[config.mk]
export PLATFORM = sky130hd
export DESIGN_NAME = vec_int_ctrl
export DESIGN_NICKNAME = d
export VERILOG_FILES = /design/src/rtl/vec_int_ctrl.sv
export SDC_FILE = /design/constraint.sdc
export NUM_CORES = 1
export LEC_CHECK = 0
export BUFFER_PORTS_ARGS = -buffer_cell sky130_fd_sc_hd__buf_2
export CORE_UTILIZATION = 40
export DETAILED_ROUTE_END_ITERATION = 10
export GPL_TIMING_DRIVEN = 0
export PLACE_DENSITY = 0.72
export SYNTH_ARGS = -nofsm -noshare
export SYNTH_HDL_FRONTEND = slang
export SYNTH_SLANG_ARGS = --single-unit
[constraint.sdc]
create_clock -name clk -period 2.2 [get_ports clk]
set_input_delay 0.22 -clock clk [delete_from_list [all_inputs] [get_ports clk]]
set_output_delay 0.22 -clock clk [all_outputs]
set_load 0.02 [all_outputs]
[src/rtl/vec_int_ctrl.sv]
module vec_int_ctrl #(
  parameter int NSRC = 20,
  parameter int NNMI = 5,
  parameter int AW = 16,
  parameter logic [AW-1:0] TOP_SLOT = 16'hFFFC
) (
  input  logic            clk,
  input  logic            rst_n,
  input  logic [NSRC-1:0] src_req,
  input  logic [NSRC-NNMI-1:0] src_en,
  input  logic            gmask,
  input  logic            ack,
  output logic            irq_pending,
  output logic [AW-1:0]   vec_addr
);
  localparam int NMASK = NSRC - NNMI;
  localparam int IW = $clog2(NSRC);
  localparam logic [AW-1:0] BASE = TOP_SLOT - AW'(2 * (NSRC - 1));

  logic [NSRC-1:0] pend, elig, clr;
  logic [IW-1:0] win;
  logic any;

  assign elig[NSRC-1:NMASK] = pend[NSRC-1:NMASK];
  assign elig[NMASK-1:0] = pend[NMASK-1:0] & src_en & {NMASK{~gmask}};

  always_comb begin
    win = '0;
    any = 1'b0;
    for (int i = 0; i < NSRC; i++)
      if (elig[i]) begin
        win = IW'(i);
        any = 1'b1;
      end
  end

  assign clr = (ack && any) ? (NSRC'(1) << win) : '0;

  always_ff @(posedge clk)
    if (!rst_n) pend <= '0;
    else        pend <= (pend & ~clr) | src_req;

  assign irq_pending = any;
  assign vec_addr = any ? BASE + AW'({win, 1'b0}) : '0;

  assert_slot_range_R1: assert property (@(posedge clk) disable iff (!rst_n)
    irq_pending |-> (vec_addr[0] == 1'b0 && vec_addr >= BASE && vec_addr <= TOP_SLOT));
  assert_idle_zero_R2: assert property (@(posedge clk) disable iff (!rst_n)
    !irq_pending |-> vec_addr == '0);
  assert_latch_holds_R3: assert property (@(posedge clk) disable iff (!rst_n)
    !ack |=> ((pend & $past(pend)) == $past(pend)));
  assert_gmask_blocks_R6: assert property (@(posedge clk) disable iff (!rst_n)
    (gmask && !(|pend[NSRC-1:NMASK])) |-> !irq_pending);
  assert_nmi_forwarded_R7: assert property (@(posedge clk) disable iff (!rst_n)
    (|pend[NSRC-1:NMASK]) |-> irq_pending);
  assert_ack_clears_R8: assert property (@(posedge clk) disable iff (!rst_n)
    (ack && any && !src_req[win]) |=> !pend[$past(win)]);
endmodule

==> results_tabular.tex <==
\begin{tabular}{lr}
\hline
Metric & Value \\
\hline
\multicolumn{2}{l}{\textbf{Yosys}} \\
\quad Synth Area per Inst & 8.17 sq um \\
\quad Leading post-synthesis cells by cell area & dfxtp\_1 (30\%), o21ai\_0 (6.8\%), a21oi\_1 (5.6\%), buf\_4 (5.6\%), nor2\_1 (3.9\%) \\
\quad Netlist Area Pre-Place & 0.00133 sq mm \\
\quad Share of synthesized area occupied by flip-flops and latches & 0.301 \\
\quad Post-Syn Nets & 202 \\
\quad Cell accounting for the most synthesized area & dfxtp\_1 \\
\quad Fraction of synthesis flops using an asynchronous set or reset pin & 0 \\
\quad Main flop type after synthesis & dfxtp\_1 \\
\quad Most common cell in the synthesized netlist & dfxtp\_1 \\
\quad Post-synth EDFFs & 0 \\
\quad Number of storage elements in the synthesis netlist & 20 \\
\quad Number of instances in the synthesized netlist & 163 \\
\quad Count of synthesis-stage warnings from yosys & 0 \\
\quad Distinct cell type count after synthesis & 43 \\
\quad Most instantiated cells after synthesis & dfxtp\_1 (20), o21ai\_0 (18), a21oi\_1 (15) \\
\quad Post-synth top area share & 0.301 \\
\multicolumn{2}{l}{\textbf{Global routing}} \\
\quad Maximum number of pins on one net before global-route repair & 13 \\
\quad Number of antenna violations at the first check in global routing & 0 \\
\quad GRT Residual Overflow & 0 \\
\quad GRT Resource Usage Total & 0.250 \\
\quad First-pass GRT wire length & 6520 um \\
\quad Number of global-route vias before repair & 1,431 \\
\multicolumn{2}{l}{\textbf{Route}} \\
\quad Via count & 1,528 \\
\quad Final wirelength & 4450 um \\
\quad Detailed-route wire length per cell & 15.9 um \\
\quad DRC marker count from the first detailed-route iteration & 92 \\
\quad DR WL met3 & 376 um \\
\quad Top routing layer in use & met4 \\
\quad DRC & 0 \\
\quad Antenna violation net count after detailed routing & 0 \\
\quad Detailed-routing wirelength on met1 & 1670 um \\
\quad WL met2 & 2230 um \\
\quad Via density per instance & 5.46 \\
\quad Router iterations before antenna repair & 4 \\
\multicolumn{2}{l}{\textbf{Finish}} \\
\quad Layout overhead on the synthesized area & 54.2\% \\
\quad Count of inserted antenna diode cells & 0 \\
\quad Post-route non-filler standard cell count & 280 \\
\quad Post-route core utilization & 0.662 \\
\quad Fraction of final layout cells sized beyond drive strength 1 & 0.504 \\
\quad Registers with the highest flip-flop counts & pend: 20 flops \\
\quad \# nets final & 276 \\
\quad Flip-flop count of the largest register, all copies and words added & 20 \\
\quad Register with the most flip-flops & pend \\
\multicolumn{2}{l}{\textbf{Critical path}} \\
\quad Worst path most repeated cell & buf\_6 \\
\quad Required time at the worst-slack endpoint & 1.98 ns \\
\quad Master of the slowest instance on the critical path & dfxtp\_2 \\
\quad Capturing element of the worst setup path & vec\_addr[10] \\
\quad R2r setup slk & 0.29 ns \\
\quad Kind of end point of the critical path & output port \\
\quad Start point of the critical path & pend[8] \\
\quad R2r startpoint & pend[3] \\
\quad Sequence of cells on the critical path & a22oi\_2 -> buf\_4 -> a31o\_4 -> and3\_4 -> nor2b\_4 -> clkinvlp\_4 -> buf\_6 -> buf\_6 \\
\quad Worst reg2reg path depth & 8 \\
\quad Worst-path fanout max & 4 \\
\quad Reg-to-reg endpoint & pend[1] \\
\quad Maximum single-stage delay on the critical path & 0.36 ns \\
\quad Class of the most critical setup path & register to output port \\
\quad Arrival @ worst endpoint & 2.10 ns \\
\quad Crit path launch type & register \\
\multicolumn{2}{l}{\textbf{Timing}} \\
\quad Worst hold slack & 0.115 ns \\
\quad Setup repair after global routing missed its margin & yes \\
\quad Setup violators final & 16 \\
\quad Total count of max-transition violations in the final report & 0 \\
\quad Tightest slew margin relative to the limit & 0.602 \\
\quad Post-route clock period utilization & 1.06 \\
\quad F\_max & 0.431 GHz \\
\quad Final Critical Period & 2.32 ns \\
\quad Final setup slack of the worst path & -0.122 ns \\
\quad Worst clock skew on the final layout & 0.0247 ns \\
\quad Endpoints failing hold & 0 \\
\quad Worst Max-Slew Pin Slew & 0.596 ns \\
\multicolumn{2}{l}{\textbf{Clock network}} \\
\quad H-tree depth & 1 \\
\quad Insertion delay to the later sink of the worst-skew pair & 0.33 ns \\
\quad Clock tree from TritonCTS & built \\
\quad Clock sink total & 20 \\
\quad Cell at the root of the clock tree & clkbuf\_4 \\
\quad Clock-pin slew of the registers on the worst-case setup and hold paths & 0.13 ns \\
\quad Number of buffers added to fix hold violations after cts & 0 \\
\quad Maximum clock path buffer count & 2 \\
\quad Number of buffers inserted during clock tree synthesis & 3 \\
\multicolumn{2}{l}{\textbf{Placed design}} \\
\quad Number of cells in the design after placement & 259 \\
\quad GPL Wtd Cong & 0.853 \\
\quad Final HPWL from detailed placement & 2840 um \\
\quad Count of input and output buffers & 52 \\
\multicolumn{2}{l}{\textbf{Die}} \\
\quad Std-Cell Rows & 20 \\
\quad Core area & 0.00310 sq mm \\
\quad Effective utilization at floorplan & 0.429 \\
\quad Die outline width & 59.7 um \\
\quad Io pins & 56 \\
\quad Die ar. & 0.00356 sq mm \\
\quad Die height & 59.7 um \\
\multicolumn{2}{l}{\textbf{Power}} \\
\quad Highest ir drop seen on vdd & 0.520 mV \\
\quad Power density over cell area & 571 mW/mm\^{}2 \\
\quad Leakage power of the design & 0.000891 uW \\
\multicolumn{2}{l}{\textbf{Run status}} \\
\quad Outcome & finished, violations left \\
\quad Violated checks & setup timing \\
\multicolumn{2}{l}{\textbf{Job}} \\
\quad Max-cap violations & 0 \\
\multicolumn{2}{l}{\textbf{Min path}} \\
\quad Type of the tightest min-delay check & input port to register \\
\hline
\end{tabular}
-- through the flow --
step	worst slack (ns)	setup TNS, ns	instance area, sq um	total power (uW)
5_1_grt	-0.195	-2.51	2050	1220
3_3_place_gp	0.0432	0	1650	734
3_5_place_dp	0.00433	0	1650	740
4_1_cts	-0.127	-0.384	1850	1110
6_report	-0.122	-1.38	2050	1170
2_1_floorplan	0.230	0	1330	631
-- cell usage in the layout (no fill, tap or decap), drive strengths merged, types with 2 or more instances in the layout --
cell	instances
o31ai	2
dfxtp	20
a22o	2
nand2	11
a21boi	3
a211oi	2
inv	13
a41oi	2
and4	2
a22oi	4
clkbuf	5
o21a	5
or2	3
o21ai	18
nor2b	3
o31a	2
a32o	2
buf	78
nand3	3
a21oi	16
a31oi	8
nor2	14
nand2b	2
nor3	3
-- cell type report --
type                            instances  area (sq um)
Fill cell                             278          1050
Multi-Input combinational cell        118           901
Timing Repair Buffer                   68           464
Sequential cell                        20           407
Buffer                                 12           113
Tap cell                               44          55.1
Inverter                               13          53.8
Clock inverter                          1          30.0
Clock buffer                            3          22.5
Timing Repair inverter                  1          7.51
-- worst max-delay path: cells and delay by family, from the launching register on --
family	cells	cell delay, ns
AND/OR/NAND/NOR	2	0.43
buffers and inverters	4	0.60
flip-flops	1	0.36
AO/OA/AOI/OAI	2	0.38
-- power by group --
| group | internal (uW) | switching (uW) |
|---|---|---|
| sequential | 390 | 26.3 |
| combinational | 211 | 233 |
| clock | 185 | 127 |
| total | 786 | 386 |
-- repair_timing --
action | CTS | global route
setup endpoints to repair | 16 | 14
cloned | 0 | 1
setup buffers | 10 | 6
gates resized for setup | 22 | 41
pin swaps | 10 | 12
-- cell families (layout without fill, tap and decap cells) --
group,after synthesis,after routing,share of synthesized area
other,1,1,0.00282
buffers and inverters,25,98,0.0987
and+or+nand+nor,46,46,0.188
DFF,20,20,0.301
AOI/OAI and AO/OA,71,71,0.410
-- metal layers --
layer	global-route usage	up-vias
met2	0.405	74
met3	0.0714	20
met4	0.136	0
met5	0	-
li1	-	735
met1	0.296	699
-- worst min-delay path by stage --
stage,start,to,slack (ns),cells past startpoint
floorplan,src_req[16],pend[16],0.34,1
global placement,src_req[16],pend[16],0.43,2
detailed placement,src_req[19],pend[19],0.44,2
CTS,src_req[19],pend[19],0.11,2
global route,src_req[18],pend[18],0.12,2
finish,src_req[19],pend[19],0.12,2
Power figures use the tool's default switching activity.
